**src/rtl/pacc_pkg.sv**
```systemverilog
package pacc_pkg;
  typedef enum logic {
    MODE_EDGE  = 1'b0,
    MODE_GATED = 1'b1
  } pacc_mode_e;

  localparam int unsigned PACC_CNT_W   = 16;
  localparam int unsigned PACC_DIV     = 64;
  localparam int unsigned PACC_SYNC_ST = 2;
endpackage

```
**src/rtl/pacc_sync.sv**
```systemverilog
module pacc_sync #(
  parameter int unsigned STAGES = 2
) (
  input  logic clk,
  input  logic rst,
  input  logic pin,
  output logic level,
  output logic rise,
  output logic fall
);
  logic [STAGES-1:0] chain;
  logic              prev;

  always_ff @(posedge clk) begin
    if (rst) begin
      chain <= '0;
      prev  <= 1'b0;
    end else begin
      chain <= {chain[STAGES-2:0], pin};
      prev  <= chain[STAGES-1];
    end
  end

  assign level = chain[STAGES-1];
  assign rise  = level & ~prev;
  assign fall  = ~level & prev;
endmodule

```
**src/rtl/pacc_prescale.sv**
```systemverilog
module pacc_prescale #(
  parameter int unsigned DIV = 64
) (
  input  logic clk,
  input  logic rst,
  input  logic run,
  input  logic restart,
  output logic tick
);
  localparam int unsigned PW = (DIV > 1) ? $clog2(DIV) : 1;
  localparam logic [PW-1:0] LAST = PW'(DIV - 1);

  logic [PW-1:0] pre;

  always_ff @(posedge clk) begin
    if (rst || !run || restart) begin
      pre <= '0;
    end else if (pre == LAST) begin
      pre <= '0;
    end else begin
      pre <= pre + 1'b1;
    end
  end

  assign tick = run && !restart && (pre == LAST);
endmodule

```
**src/rtl/pacc_flag.sv**
```systemverilog
module pacc_flag (
  input  logic clk,
  input  logic rst,
  input  logic set,
  input  logic clr,
  input  logic ie,
  output logic flag,
  output logic irq
);
  logic flag_n;

  assign flag_n = set | (flag & ~clr);

  always_ff @(posedge clk) begin
    if (rst) begin
      flag <= 1'b0;
      irq  <= 1'b0;
    end else begin
      flag <= flag_n;
      irq  <= flag_n & ie;
    end
  end
endmodule

```
**src/rtl/pulse_acc.sv**
```systemverilog
module pulse_acc
  import pacc_pkg::*;
#(
  parameter int unsigned CNT_W   = PACC_CNT_W,
  parameter int unsigned DIV     = PACC_DIV,
  parameter int unsigned SYNC_ST = PACC_SYNC_ST
) (
  input  logic             clk,
  input  logic             rst,
  input  logic             pin_in,
  input  logic             acc_en,
  input  logic             mode_gate,
  input  logic             pol_sel,
  input  logic             ie_in,
  input  logic             ie_ovf,
  input  logic             tmr_en,
  input  logic             cnt_wr,
  input  logic [CNT_W-1:0] cnt_wdata,
  input  logic             clr_in,
  input  logic             clr_ovf,
  output logic [CNT_W-1:0] count,
  output logic             flag_in,
  output logic             flag_ovf,
  output logic             irq_in,
  output logic             irq_ovf
);
  localparam logic [CNT_W-1:0] CNT_MAX = '1;

  pacc_mode_e mode, mode_q;
  logic level, rise, fall;
  logic act_edge, trail_edge, gate_on;
  logic run, restart, tick;
  logic inc, wrap, in_set;

  assign mode = pacc_mode_e'(mode_gate);

  always_ff @(posedge clk) begin
    if (rst) mode_q <= MODE_EDGE;
    else     mode_q <= mode;
  end

  pacc_sync #(.STAGES(SYNC_ST)) u_sync (
    .clk  (clk),
    .rst  (rst),
    .pin  (pin_in),
    .level(level),
    .rise (rise),
    .fall (fall)
  );

  assign restart = (mode != mode_q);
  assign run     = acc_en & (mode == MODE_GATED) & tmr_en;

  pacc_prescale #(.DIV(DIV)) u_pre (
    .clk    (clk),
    .rst    (rst),
    .run    (run),
    .restart(restart),
    .tick   (tick)
  );

  assign act_edge   = pol_sel ? rise : fall;
  assign trail_edge = pol_sel ? fall : rise;
  assign gate_on    = pol_sel ? level : ~level;

  always_comb begin
    inc    = 1'b0;
    in_set = 1'b0;
    if (acc_en) begin
      if (mode == MODE_GATED) begin
        inc    = tick & gate_on;
        in_set = trail_edge;
      end else begin
        inc    = act_edge;
        in_set = act_edge;
      end
    end
  end

  assign wrap = inc & ~cnt_wr & (count == CNT_MAX);

  always_ff @(posedge clk) begin
    if (rst)         count <= '0;
    else if (cnt_wr) count <= cnt_wdata;
    else if (inc)    count <= count + 1'b1;
  end

  logic [1:0] f_set, f_clr, f_ie, f_flag, f_irq;
  assign f_set = {wrap, in_set};
  assign f_clr = {clr_ovf, clr_in};
  assign f_ie  = {ie_ovf, ie_in};

  for (genvar g = 0; g < 2; g++) begin : g_flag
    pacc_flag u_flag (
      .clk (clk),
      .rst (rst),
      .set (f_set[g]),
      .clr (f_clr[g]),
      .ie  (f_ie[g]),
      .flag(f_flag[g]),
      .irq (f_irq[g])
    );
  end

  assign flag_in  = f_flag[0];
  assign flag_ovf = f_flag[1];
  assign irq_in   = f_irq[0];
  assign irq_ovf  = f_irq[1];
endmodule

```
**config.mk**
```make
export PLATFORM = sky130hd
export DESIGN_NAME = pulse_acc
export DESIGN_NICKNAME = d
export VERILOG_FILES = /design/src/rtl/pacc_pkg.sv /design/src/rtl/pacc_sync.sv /design/src/rtl/pacc_prescale.sv /design/src/rtl/pacc_flag.sv /design/src/rtl/pulse_acc.sv
export SDC_FILE = /design/constraint.sdc
export NUM_CORES = 1
export LEC_CHECK = 0
export ABC_CLOCK_PERIOD_IN_PS = 1900
export BUFFER_PORTS_ARGS = -buffer_cell sky130_fd_sc_hd__buf_4
export CAP_MARGIN = 5
export CORE_MARGIN = 5
export CORE_UTILIZATION = 39
export DETAILED_ROUTE_END_ITERATION = 10
export HOLD_SLACK_MARGIN = 0.06
export PLACE_DENSITY = 0.66
export SLEW_MARGIN = 20
export SYNTH_ARGS = -nofsm -noshare
export SYNTH_HDL_FRONTEND = slang
export SYNTH_SLANG_ARGS = --single-unit
```
**constraint.sdc**
```tcl
create_clock -name clk -period 1.9 [get_ports clk]
set_input_delay 0.095 -clock clk [delete_from_list [all_inputs] [get_ports clk]]
set_output_delay 0.095 -clock clk [all_outputs]
set_load 0.01 [all_outputs]
```
* Yosys cells after proc, flatten, opt, wreduce, memory -nomap -nowiden
Cells that the tools add are included.
Operators by class: $add $sub $neg 2, reduce and logical (&&, ||, !) cells 8, eq/ne operators 3, multiplexer cells 9, bitwise gates (word level) 18
Operators by type and width (number):
- $mux W16 | 2
- $add A16 B1 Y16 const B | 1
- $eq A16 B16 Y1 const B | 1
- $and A1 B1 Y1 | 11
- $mux W1 | 7
- $add A6 B1 Y6 const B | 1
- $eq A6 B6 Y1 const B | 1
- $not A1 Y1 | 5
- $logic_and A1 B1 Y1 | 2
- $logic_not A1 Y1 | 2
- $logic_or A1 B1 Y1 | 2
- $or A1 B1 Y1 | 2
- $reduce_bool A2 Y1 | 1
- $reduce_or A2 Y1 | 1
- $ne A1 B1 Y1 | 1
Storage, ports and cells: input bits 28, register bits after elaboration 30, logic and storage cells 49, output and inout bits 20

* Logic depth before layout (Yosys ltp)
depth in word-level cells 11, gate-level depth with buffers 8, gate-level depth less buffers 6

* Cells and area by module
Synthesis repeated with hierarchy kept, for this count alone.
Unflattened totals: cells, all modules 183, area total of the unflattened synthesis 1592.8 um2
By module, submodules not included:
- pulse_acc | area an instance 1084.8 um2, seq. area each 340.3 um2, instances 1, cells each 133
- pacc_prescale | area an instance 269.0 um2, seq. area each 120.1 um2, instances 1, cells each 28
- pacc_flag | area an instance 73.8 um2, seq. area each 40.0 um2, instances 2, cells each 7
- pacc_sync | area an instance 91.3 um2, seq. area each 60.1 um2, instances 1, cells each 8

* Worst setup path after synthesis
No wires, ideal clock.
kind flip-flop to flip-flop, from register u_pre.pre[0], to register count[13], data arrival time 1.799 ns, setup slack -0.031 ns, buffers on the path 1, clock period less this slack 1.931 ns, data required time 1.767 ns, stages on the path, launching flop included 8, setup time 0.133 ns, cell sequence dfxtp_1 -> ha_1 -> nand2_1 -> or4_4 -> buf_6 -> a2111oi_2 -> xnor2_1 -> a21oi_1
Between the ends: cells in the longest elaborated chain, start to end 6
RTL lines:
- start: declaration | line pacc_prescale.sv:13 | logic [PW-1:0] pre;
- start signal: assignment | line pacc_prescale.sv:21 | pre <= pre + 1'b1;
- $eq A6 B6 Y1 | line pacc_prescale.sv:25 | assign tick = run && !restart && (pre == LAST);
- $logic_and A1 B1 Y1 | line pacc_prescale.sv:25
- $and A1 B1 Y1 | line pulse_acc.sv:71 | inc = tick & gate_on;
- $mux W1 | line pulse_acc.sv:70 | if (mode == MODE_GATED) begin
- $mux W1 | line pulse_acc.sv:69 | if (acc_en) begin
- $reduce_bool A2 Y1 (no source line)
- end signal: assignment | line pulse_acc.sv:84 | else if (cnt_wr) count <= cnt_wdata;
- end signal: assignment | line pulse_acc.sv:85 | else if (inc) count <= count + 1'b1;
- end: declaration | line pulse_acc.sv:21 | output logic [CNT_W-1:0] count,
Every way passes these cells. A chain may end at the register's enable or synchronous reset.

* Worst setup path after layout
from register u_pre.pre[1], to register count[9]
Same word-level chain as after synthesis.

==> run_results.csv <==
group,metric,value,unit
die,rows,22,
die,dieArea,5290,um2
timing,hold_violations,0,
timing,timing.final.ws_setup,0.0903,ns
timing,worst_clock_skew,0.00348,ns
global_routing,grt_overflow,0,
synth,synth_top_area_share,39.1,%
synth,synth_fp_nets,198,
status,status,"complete, no violations",
die,pin_count,48,
drt,vias_per_cell,4.96,
timing,maxSlewViolCount,0,
min_path,hp-class,"in2reg",
worst_setup_path,arrival,2.01,ns
worst_setup_path,crit_required,2.10,ns
final_layout,fillers,342,
clock_tree,h-tree-depth,2,
timing,relSlewSlack,77.5,%
drt,vias,1379,
clock_tree,clk_latency,0.28,ns
drt,routed_wl,3770,um
timing,worstMarginPinSlew,0.336,ns
die,chipWidth,72.8,um
global_routing,grt_pass1_wl,6350,um
clock_tree,cts.clk_slew.worst_paths,0.06,ns
worst_setup_path,critical_path.max_stage_delay,0.49,ns
die,die_y,72.8,um
synth,avgSynthCellArea,9.15,um2
timing,fin_tns_setup,0,ns
global_routing,grt_use_total,15.3,%
synth,ys_seq_area_share,39.1,%
worst_setup_path,path_class,"reg2reg",
drt,ant_nets,0,
synth,ys_types,35,
synth,synth_edf_count,0,
timing,fin_crit_sh,95.2,%
clock_tree,clock_path_buffers,2,
final_layout,fin_nets,259,
worst_setup_path,startpoint_type,"flip-flop",
synth,ys_ff_latch,30,
drt,drtPass1Iterations,4,
global_routing,grt_max_degree,25,
drt,drc,0,
pwr,p_leak,0.000803,uW
drt,drtIter0Drc,80,
synth,ys.flop_type,"dfxtp_1",
synth,yosys-top-cells-count,"dfxtp_1 (30), nor2_1 (20), xnor2_1 (18)",
synth,yosysTopAreaCell,"dfxtp_1",
worst_setup_path,slowest_stage,"or4_4",
synth,synth.area.top_cells,"dfxtp_1 (39%), xnor2_1 (10%), a211oi_1 (4.9%)",
timing,maxClockFrequency,553,MHz
global_routing,antenna_found_initial,0,
synth,synth_area,1540,um2
final_layout,syn_to_final_growth,41.6,%
flow_run,cap_violations,0,
place,gp_congestion,0.873,
global_routing,grt_pass1_vias,1438,
place,pre_cts_ws,-0.0161,ns
worst_setup_path,critPathMaxFanout,12,
pwr,power_density,648,nW/um2
worst_setup_path,path_cells,"ha_4 -> nand2_1 -> or4_4 -> buf_6 -> a211oi_2 -> xnor2_1 -> a211oi_1",
synth,async_reset_ff_share,0,%
worst_setup_path,critPathCaptureType,"flip-flop",
die,core,3740,um2
clock_tree,numCtsBuffers,5,
synth,synth_most_common_cell,"dfxtp_1",
place,port_buffers,47,
place,dp_hpwl,2790,um
final_layout,diodes,0,
clock_tree,cts.sinks,30,
timing,fin_crit,1.81,ns
drt,routedWlPerCell,13.6,um
final_layout,drive_gt1_share,38.7,%
clock_tree,cts_tree,"built",
pwr,ir_drop,0.407,mV
timing,setup_viol,0,
die,initial_core_util,41.0,%
synth,synth_cells,168,
clock_tree,cts-root-buf,"clkbuf_8",
final_layout,fin_util,58.1,%
synth,synth_warnings,0,
pwr,power.total,1410,uW
path summary, 6_finish.rpt:
| path | startpoint | slack (ns) | end | cells past startpoint |
|---|---|---|---|---|
| setup / recovery | u_pre.pre[1] | 0.09 | count[9] | 7 |
| hold / removal | cnt_wdata[6] | 0.07 | count[6] | 3 |
| setup reg to reg | u_pre.pre[1] | 0.09 | count[9] | 7 |
| hold reg to reg | u_pre.pre[0] | 0.44 | u_pre.pre[0] | 1 |
through the flow:
stage | hold WS, ns | cells | instance area (um2)
after CTS | 0.0702 | 277 | 2150
after floorplan | 0.175 | 168 | 1560
after global placement | 0.299 | 265 | 2010
after global routing | 0.0894 | 278 | 2180
final | 0.0739 | 278 | 2180
after detailed placement | 0.300 | 265 | 2010
placed cells by master (no fill, tap or decap), types with 2 or more instances in the layout:
master         netlist  final
xnor2_1             18     18
a2111oi_4            1      2
inv_1                2      2
nand3_2              1      2
nor2b_1              7      7
nor2_1              20     20
o21bai_1             5      5
nand2_1             11     11
dlygate4sd3_1        0      4
and4_1               2      2
buf_4                0     58
a211oi_1            10      9
and2_1               2      2
nand3_1              8      7
a21oi_2              5      6
dfxtp_2              0      4
xor2_1               3      3
nand2b_1             2      2
nor3b_1              2      2
dfxtp_1             30     26
a211oi_2             4      5
nand4_1              5      5
a21oi_1              8      7
clkbuf_8             0      6
flip-flops by register name, summed over array words and instances, names as in the netlist:
register	flops
count	16
g_flag.u_flag.flag	2
g_flag.u_flag.irq	2
mode_q	1
u_pre.pre	6
u_sync.chain	2
u_sync.prev	1
worst max-delay path: cells and delay by family (launching register included):
kind            cells  cell delay [ns]
flops               1             0.35
fa+ha+maj           1             0.15
buf+inv             1             0.19
simple gates        2             0.55
xor+xnor            1             0.09
compound gates      2             0.42
area by class of cell:
type | instances | area (um2) | area share [%]
flip-flops and latches | 30 | 606 | 27.8
clock buffers | 7 | 86.3 | 3.97
repair buffers | 63 | 487 | 22.4
clock inverters | 1 | 5.00 | 0.230
inverters | 2 | 7.51 | 0.345
multi-input cells | 127 | 925 | 42.5
well taps | 48 | 60.1 | 2.76
logic make-up after synthesis:
group	share of synthesized area, %
compound gates	20.7
xor+xnor	12.0
fa+ha+maj	1.63
buf+inv	3.75
flops	39.1
mux	0.651
simple gates	22.2
timing repair:
| item | CTS | global route |
|---|---|---|
| gates resized for setup | 2 | 5 |
| hold buffers | 4 | 0 |
| buffers inserted | 0 | 1 |
| pin swaps | 0 | 1 |
| hold endpoints to repair | 3 | 0 |
| endpoints found under the setup margin | 3 | 9 |
report_power, final:
part	switching, uW	internal (uW)	total, uW
Sequential	26.7	658	684
Combinational	87.7	120	207
Clock	226	291	517
Total	340	1070	1410
layer usage:
metal / GRT usage, % / wire length, um / up-vias
met3: 4.82 / 236 / 4
met2: 25.5 / 1840 / 38
met5: 0 / 0 / -
li1: - / - / 716
met1: 17.6 / 1650 / 621
met4: 7.38 / 50 / 0
Power figures use the tool's default switching activity.
